File: config.mk
export PLATFORM = sky130hd
export DESIGN_NAME = rot_regfile
export DESIGN_NICKNAME = d
export VERILOG_FILES = /design/src/rtl/rrf_pkg.sv /design/src/rtl/rrf_base.sv /design/src/rtl/rrf_gpr.sv /design/src/rtl/rrf_pred.sv /design/src/rtl/rot_regfile.sv
export SDC_FILE = /design/constraint.sdc
export NUM_CORES = 2
export LEC_CHECK = 0
export BUFFER_PORTS_ARGS = -buffer_cell sky130_fd_sc_hd__clkbuf_2
export CORE_MARGIN = 4
export CORE_UTILIZATION = 65
export DETAILED_ROUTE_END_ITERATION = 12
export GPL_ROUTABILITY_DRIVEN = 0
export PLACE_DENSITY = 0.83
export SETUP_SLACK_MARGIN = 0.5
export SYNTH_ARGS = -nofsm -noshare
export SYNTH_HDL_FRONTEND = slang
export SYNTH_SLANG_ARGS = --single-unit
File: constraint.sdc
create_clock -name clk -period 9.7 [get_ports clk]
set_input_delay 0.97 -clock clk [delete_from_list [all_inputs] [get_ports clk]]
set_output_delay 0.97 -clock clk [all_outputs]
set_load 0.05 [all_outputs]
File: src/rtl/rrf_pkg.sv
package rrf_pkg;

  // Slot reached by stepping 'step' places forward from 'start' on a ring of n entries.
  function automatic int unsigned ring_slot(int unsigned start, int unsigned step,
                                            int unsigned n);
    return (start + step) % n;
  endfunction

  // One step backwards on the ring, wrapping 0 to n-1.
  function automatic int unsigned ring_back(int unsigned cur, int unsigned n);
    return (cur == 0) ? n - 1 : cur - 1;
  endfunction

  // Logical name held by physical slot 'phys' when the ring base is 'base'.
  function automatic int unsigned ring_name(int unsigned phys, int unsigned base,
                                            int unsigned n);
    return (phys + n - base) % n;
  endfunction

endpackage

File: src/rtl/rrf_base.sv
module rrf_base #(
  parameter int N = 32,
  localparam int BW = $clog2(N)
) (
  input  logic          clk,
  input  logic          rst_n,
  input  logic          rotate,
  output logic [BW-1:0] base
);
  import rrf_pkg::*;

  logic [BW-1:0] base_q;

  always_ff @(posedge clk or negedge rst_n) begin
    if (!rst_n)
      base_q <= '0;
    else if (rotate)
      base_q <= BW'(ring_back(int'(base_q), N));
  end

  assign base = base_q;
endmodule

File: src/rtl/rrf_gpr.sv
module rrf_gpr #(
  parameter int DW = 32,
  parameter int LW = 5,
  localparam int N  = 1 << LW,
  localparam int IW = LW + 1
) (
  input  logic          clk,
  input  logic [LW-1:0] base,
  input  logic [IW-1:0] rd0_idx,
  output logic [DW-1:0] rd0_data,
  input  logic [IW-1:0] rd1_idx,
  output logic [DW-1:0] rd1_data,
  input  logic          wr_en,
  input  logic [IW-1:0] wr_idx,
  input  logic [DW-1:0] wr_data
);
  import rrf_pkg::*;

  logic [DW-1:0] stat_q [N];
  logic [DW-1:0] rot_q  [N];

  // Physical rotating slot for the write, using the base before any rotate this cycle.
  logic [LW-1:0] wr_slot;
  logic          wr_rot;
  assign wr_rot  = wr_idx[IW-1];
  assign wr_slot = LW'(ring_slot(int'(base), int'(wr_idx[LW-1:0]), N));

  function automatic logic [DW-1:0] pick(input logic [IW-1:0] idx,
                                         input logic [LW-1:0] b);
    logic [LW-1:0] s;
    s = LW'(ring_slot(int'(b), int'(idx[LW-1:0]), N));
    return idx[IW-1] ? rot_q[s] : stat_q[idx[LW-1:0]];
  endfunction

  assign rd0_data = pick(rd0_idx, base);
  assign rd1_data = pick(rd1_idx, base);

  for (genvar e = 0; e < N; e++) begin : g_entry
    always_ff @(posedge clk) begin
      if (wr_en && !wr_rot && wr_idx[LW-1:0] == LW'(e))
        stat_q[e] <= wr_data;
    end
    always_ff @(posedge clk) begin
      if (wr_en && wr_rot && wr_slot == LW'(e))
        rot_q[e] <= wr_data;
    end
  end
endmodule

File: src/rtl/rrf_pred.sv
module rrf_pred #(
  parameter int LW = 5,
  localparam int N = 1 << LW
) (
  input  logic          clk,
  input  logic          rst_n,
  input  logic [LW-1:0] base,
  input  logic [LW-1:0] pred_rd_idx,
  output logic          pred_rd_bit,
  input  logic          pred_wr_en,
  input  logic [LW-1:0] pred_wr_idx,
  input  logic          pred_wr_bit,
  input  logic          pagg_wr_en,
  input  logic [N-1:0]  pagg_wr_data,
  output logic [N-1:0]  pagg_rd_data
);
  import rrf_pkg::*;

  logic [N-1:0] phys_q;

  for (genvar p = 0; p < N; p++) begin : g_bit
    logic [LW-1:0] name;
    logic          nxt;
    assign name = LW'(ring_name(p, int'(base), N));
    // A single-bit write overrides the aggregate word for its own index.
    always_comb begin
      nxt = phys_q[p];
      if (pagg_wr_en)
        nxt = pagg_wr_data[name];
      if (pred_wr_en && pred_wr_idx == name)
        nxt = pred_wr_bit;
    end
    always_ff @(posedge clk or negedge rst_n) begin
      if (!rst_n)
        phys_q[p] <= 1'b0;
      else
        phys_q[p] <= nxt;
    end
  end

  for (genvar i = 0; i < N; i++) begin : g_view
    assign pagg_rd_data[i] = phys_q[LW'(ring_slot(int'(base), i, N))];
  end

  assign pred_rd_bit = pagg_rd_data[pred_rd_idx];
endmodule

File: src/rtl/rot_regfile.sv
module rot_regfile #(
  parameter int DATA_W  = 32,
  parameter int GPR_LW  = 5,
  parameter int PRED_LW = 5,
  localparam int IDX_W  = GPR_LW + 1,
  localparam int PRED_N = 1 << PRED_LW
) (
  input  logic               clk,
  input  logic               rst_n,
  input  logic [IDX_W-1:0]   rd0_idx,
  output logic [DATA_W-1:0]  rd0_data,
  input  logic [IDX_W-1:0]   rd1_idx,
  output logic [DATA_W-1:0]  rd1_data,
  input  logic               wr_en,
  input  logic [IDX_W-1:0]   wr_idx,
  input  logic [DATA_W-1:0]  wr_data,
  input  logic               rotate,
  input  logic [PRED_LW-1:0] pred_rd_idx,
  output logic               pred_rd_bit,
  input  logic               pred_wr_en,
  input  logic [PRED_LW-1:0] pred_wr_idx,
  input  logic               pred_wr_bit,
  input  logic               pagg_wr_en,
  input  logic [PRED_N-1:0]  pagg_wr_data,
  output logic [PRED_N-1:0]  pagg_rd_data
);

  // Named internal events, visible to the checker.
  logic [GPR_LW-1:0]  gpr_base;
  logic [PRED_LW-1:0] pred_base;

  rrf_base #(.N(1 << GPR_LW)) u_gpr_base (
    .clk(clk), .rst_n(rst_n), .rotate(rotate), .base(gpr_base)
  );

  rrf_base #(.N(PRED_N)) u_pred_base (
    .clk(clk), .rst_n(rst_n), .rotate(rotate), .base(pred_base)
  );

  rrf_gpr #(.DW(DATA_W), .LW(GPR_LW)) u_gpr (
    .clk(clk), .base(gpr_base),
    .rd0_idx(rd0_idx), .rd0_data(rd0_data),
    .rd1_idx(rd1_idx), .rd1_data(rd1_data),
    .wr_en(wr_en), .wr_idx(wr_idx), .wr_data(wr_data)
  );

  rrf_pred #(.LW(PRED_LW)) u_pred (
    .clk(clk), .rst_n(rst_n), .base(pred_base),
    .pred_rd_idx(pred_rd_idx), .pred_rd_bit(pred_rd_bit),
    .pred_wr_en(pred_wr_en), .pred_wr_idx(pred_wr_idx), .pred_wr_bit(pred_wr_bit),
    .pagg_wr_en(pagg_wr_en), .pagg_wr_data(pagg_wr_data), .pagg_rd_data(pagg_rd_data)
  );
endmodule

# Word level (Yosys, flattened, before mapping)
# Memories as Yosys holds them, arrays and structs flattened.
# Index checks and enable logic that the tools add are counted.
# classes
muxes,512
eq_ne,94
shifts,0
mul,0
bitwise_logic,0
div,0
addsub,68
n_reduce_logical,197
magnitude_cmp,65
# ops
op,n
$mux W32,64
$reduce_or A32 Y1,62
$lt A5 B6 Y1 const B,65
$bmux W1 S5,65
$mux W5,64
$mux W1,319
$eq A5 B5 Y1,32
$eq A5 B5 Y1 const B,32
$logic_and A1 B1 Y1,98
$add A5 B5 Y5 const B,16
$eq A5 B4 Y1 const B,16
$sub A5 B5 Y5 const A,16
$reduce_bool A2 Y1,32
$add A5 B4 Y5 const B,8
$eq A5 B3 Y1 const B,8
$sub A4 B5 Y5 const A,8
$add A5 B3 Y5 const B,4
$eq A5 B2 Y1 const B,4
$logic_not A5 Y1,4
$sub A3 B5 Y5 const A,4
$add A5 B5 Y5,3
$add A5 B2 Y5 const B,2
$eq A5 B1 Y1 const B,2
$sub A1 B5 Y5 const A,2
other kinds (4),6
# word_totals
in_bits,99
ff_bits,42
romBits,0
output_inout_bits,97
latch_bits,0
n_memories,2
mem_bits_rw,2048
word_cells,972
# mem_list
name,words,width,rd,rd_ports_with_merged_regs,write_ports,line,rtl
u_gpr.rot_q,32,32,2,0,1,rrf_gpr.sv:20,logic [DW-1:0] rot_q [N];
u_gpr.stat_q,32,32,2,0,1,rrf_gpr.sv:19,logic [DW-1:0] stat_q [N];

# Longest topological paths before layout
# logic_depth
word_depth,37
ltp_mapped,20
mapped_depth_nobuf,11

# Modules after synthesis
# Synthesis repeated with hierarchy kept, for this count alone.
# hier_totals
cells_unflattened,5607
hier_area_um2,104048.5
# modules_own_cells
mod,n_inst,cells_each,area_per_inst_um2,seq_area_each_um2
rrf_gpr,1,4710,95703.0,61499.0
rrf_pred,1,855,7817.5,800.8
rrf_base,2,21,264.0,125.1

# Worst setup path before layout
# Ideal clock, no wire load.
# synth_path
kind,reg2out
from,"register u_pred_base.base_q[1], in the netlist u_pred_base.base[1]"
to,output port pred_rd_bit
required_ps,8730
path_stages_with_launch,20
arrival_time_ps,5976
slack_ps,2754
n_path_buf,9
cell_sequence,dfrtp_1 > buf_6 > buf_6 > buf_4 > buf_4 > buf_4 > buf_2 > inv_1 > ha_1 > buf_6 > buf_4 > buf_2 > nor2b_1 > nand2_1 > o22ai_1 > a211oi_1 > mux2i_1 > a221o_1 > a31oi_1 > nor4bb_1
# synth_between
elab_chain_cells,5
elab_cells_between_ends,97
cone_classes,add/sub (31); mux (66)
# synth_lines
element,line,rtl
"start, declared",rrf_base.sv:12,logic [BW-1:0] base_q;
"start signal, assigned",rrf_base.sv:18,"base_q <= BW'(ring_back(int'(base_q), N));"
$add A5 B4 Y5,rrf_pkg.sv:6,return (start + step) % n;
$bmux W1 S5,rrf_pred.sv:42,"assign pagg_rd_data[i] = phys_q[LW'(ring_slot(int'(base), i, N))];"
$mux W1 (not written as such),rrf_pred.sv:42,
named net pagg_rd_data[15],rot_regfile.sv:25,output logic [PRED_N-1:0] pagg_rd_data
$bmux W1 S5,rrf_pred.sv:45,assign pred_rd_bit = pagg_rd_data[pred_rd_idx];
$mux W1 (not written as such),rrf_pred.sv:45,
"end, declared",rot_regfile.sv:19,"output logic pred_rd_bit,"
# The timed path passes the listed nets, and every way through them passes these cells. The select of a mux whose other input is x is not followed.

# Final worst setup path
# layout_path
from,"register u_pred_base.base_q[0], in the netlist u_pred_base.base[0]"
to,output port pred_rd_bit
# layout_between
elab_chain_cells,5
elab_cells_between_ends,97
cone_classes,add/sub (31); mux (66)
# layout_lines
element,line
$add A5 B1 Y5 (tied with other cells),rrf_pkg.sv:6
$bmux W1 S5,rrf_pred.sv:42
$mux W1 (not written as such),rrf_pred.sv:42
$bmux W1 S5 *,rrf_pred.sv:45
$mux W1 (not written as such) *,rrf_pred.sv:45
# Every way passes the cells marked *; elsewhere a longest branch is shown, timed or not. The select of a mux whose other input is x is not followed.

==> impl_metrics.env <==
export IMPL_clk_latency_ns=0.85
export IMPL_die_x_um=406.2
export IMPL_drv_slew=0
export IMPL_cts_hold_buffers=0
export IMPL_cts_inserted_buffers=203
export IMPL_syn_avg_cell_area_um2=20.55
export IMPL_cts_root_buffer="clkbuf_16"
export IMPL_final_common_cell="edfxtp_1"
export IMPL_fill_cells=8254
export IMPL_r2r_cells=6
export IMPL_path_max_fanout=30
export IMPL_clock_sinks=2090
export IMPL_initial_core_util_pct=65.69
export IMPL_cts_resized=0
export IMPL_max_freq_mhz=149.0
export IMPL_ant_nets=0
export IMPL_htreeDepth=4
export IMPL_reg2reg_slack_ns=5.32
export IMPL_timing_critical_path_arrival_ns=5.74
export IMPL_hold_class="primary input to async pin"
export IMPL_hold_viol_final=0
export IMPL_ys_types=60
export IMPL_crit_family="buffers and inverters"
export IMPL_fin_area_mm2=0.1137
export IMPL_period_minus_slack_ns=6.711
export IMPL_wl_per_cell_um=44.85
export IMPL_portBuffers=195
export IMPL_num_rows=145
export IMPL_finalPower_mw=34.12
export IMPL_rr_startpoint="u_gpr_base.base[0]"
export IMPL_crit_path_end_kind="output port"
export IMPL_clockBufferDepth=3
export IMPL_slew_headroom_pct=2.242
export IMPL_slowest_stage="ha_1"
export IMPL_dieHeight_um=406.2
export IMPL_core_region_area_mm2=0.1569
export IMPL_grt_ovfl_total=0
export IMPL_clk_pin_slew_worst_paths_ns=0.06
export IMPL_synth_edff_count=2048
export IMPL_period_share_pct=69.19
export IMPL_grt_usage_pct=41.09
export IMPL_cp_cell_sequence="inv_1 -> buf_4 -> ha_1 -> buf_4 -> clkinv_1 -> mux4_2 -> mux2_2 -> a211oi_1 -> mux2i_1 -> a221o_1 -> a31oi_1 -> nor4bb_1 -> clkbuf_2"
export IMPL_final_setup_tns_ns=0
export IMPL_hpwl_um=178100
export IMPL_first_pass_iters=10
export IMPL_status="finished, violations left"
export IMPL_slowest_delay_ns=0.80
export IMPL_crit_top_cell="buf_4"
export IMPL_antenna_found_initial=12
export IMPL_crit_buf_inv=5
export IMPL_seq_area_mm2=0.06256
export IMPL_rsz0062_at_grt="false"
export IMPL_postCtsSetupBuffers=0
export IMPL_startpoint_type="flop"
export IMPL_dieArea_mm2=0.1650
export IMPL_syn_nets=5149
export IMPL_fin_skew_ns=0.04907
export IMPL_p_leak_nw=35.57
export IMPL_critPathKind="flop to output port"
export IMPL_synth_ff_type="edfxtp_1"
export IMPL_yosysSeqAreaShare_pct=60.68
export IMPL_vias=63300
export IMPL_r2r_end="u_gpr.rot_q[22][3]"
export IMPL_drc=0
export IMPL_peakVddDrop_mv=0.7650
export IMPL_synth_cells=5017
export IMPL_violations="max-capacitance violations"
export IMPL_netlist_area_mm2=0.1031
export IMPL_ios=196
export IMPL_grt_pass1_wl_um=473200
export IMPL_drt_initial_drc_count=12210
export IMPL_crit_required_ns=8.73
export IMPL_syn_to_final_growth_pct=10.32
export IMPL_setup_violations=0
export IMPL_yosysWarnings=0
export IMPL_synthArstFlopShare_pct=2.010
export IMPL_grt_pass1_vias=63970
export IMPL_avgViaCountPerCell=8.540
export IMPL_power_density_mw_per_mm2=300.0
export IMPL_postPlaceCellArea_mm2=0.1071
export IMPL_worst_slew_pin_slew_ns=1.458
export IMPL_final_cell_mix="edfxtp_1 (2048), mux4_2 (1388), nand2_1 (213), clkbuf_16 (204), clkbuf_2 (183)"
export IMPL_drive_gt1_share_pct=40.94
export IMPL_ys_seq_elements=2090
export IMPL_grt_max_degree=144
export IMPL_nNetsFinal=5311
export IMPL_max_cap_violations=1
export IMPL_tritoncts="yes"
export IMPL_drt_total_wl_um=332400
export IMPL_multi_input_area_mm2=0.03944
==> worst max-delay path by stage <==
stage	to	start	slack (ns)	depth (start not counted)
after floorplan	pred_rd_bit	u_pred_base.base[1]	2.75	19
after global placement	rd1_data[13]	rd1_idx[0]	3.23	8
after detailed placement	rd1_data[13]	rd1_idx[0]	3.15	8
after CTS	pred_rd_bit	u_pred_base.base[0]	3.00	13
after global routing	pred_rd_bit	u_pred_base.base[0]	2.71	13
final	pred_rd_bit	u_pred_base.base[0]	2.99	13
==> per-stage QoR <==
step,util (%),hold WS [ns],cells,setup slack (ns)
4_1_cts,72.46,0.2416,7407,3.001
3_3_place_gp,68.22,0.5967,7032,3.227
3_5_place_dp,68.22,0.6043,7032,3.145
6_report,72.47,0.2611,7412,2.989
5_1_grt,72.46,0.2934,7407,2.706
2_1_floorplan,-,0.5286,5017,2.754
==> power breakdown <==
part | switching, mW | total [mW] | internal (mW) | leakage, nW
sequential | 0.412 | 10.7 | 10.3 | 18.9
clock | 3.58 | 8.06 | 4.47 | 3.23
combinational | 9.46 | 15.4 | 5.94 | 13.5
total | 13.5 | 34.1 | 20.7 | 35.6
==> cell type report <==
class	instances	share of cell area, %
sequential	2090	55.01
tap	2058	2.264
antenna	5	0.01100
timing repair buffer	350	2.106
multi-input combinational	2509	34.68
clock buffer	246	4.627
inverter	25	0.08251
clock inverter	129	1.227
==> cells in the mapped netlist, drive strengths merged, types with 7 or more instances <==
cell type | n | area share (%)
a211oi | 69 | 0.51
a21o | 7 | 0.051
a21oi | 27 | 0.13
a221oi | 21 | 0.18
a31o | 9 | 0.076
a31oi | 65 | 0.39
and3 | 8 | 0.049
buf | 152 | 0.67
clkbuf | 241 | 0.88
dfrtp | 42 | 1.0
edfxtp | 2048 | 60
ha | 30 | 0.36
inv | 22 | 0.080
mux2 | 66 | 0.72
mux2i | 91 | 0.88
mux4 | 1390 | 30
nand2 | 213 | 0.78
nand2b | 27 | 0.16
nand3 | 21 | 0.10
nor2 | 101 | 0.37
nor2b | 77 | 0.47
nor3 | 25 | 0.12
nor4 | 9 | 0.055
o211ai | 16 | 0.12
o21ai | 63 | 0.31
o22ai | 20 | 0.12
xnor2 | 81 | 0.71
xor2 | 24 | 0.22
==> registers in the layout, summed over array words and instances, names as in the netlist <==
| register | count |
|---|---|
| u_gpr_base.base | 5 |
| u_pred.phys_q | 32 |
| u_gpr.stat_q | 1024 |
| u_pred_base.base | 5 |
| u_gpr.rot_q | 1024 |
==> metal layers <==
layer / vias to the layer above / GRT usage [%] / part of all wire (%)
li1: 22340 / - / -
met1: 32170 / 53.09 / 30
met2: 7159 / 61.68 / 46
met3: 1625 / 12.69 / 15
met4: 14 / 26.42 / 8.3
met5: - / 0 / 0.027
==> cell families (layout without fill, tap and decap cells) <==
family	Yosys count	count (layout)	synth area share, %
compound gates	316	316	2.044
xor+xnor	105	105	0.9321
fa+ha+maj	33	33	0.4224
buf+inv	418	750	1.636
flops	2090	2090	60.68
mux	1547	1547	31.98
other cells	0	5	0
simple gates	508	508	2.310
Power figures use the tool's default switching activity.
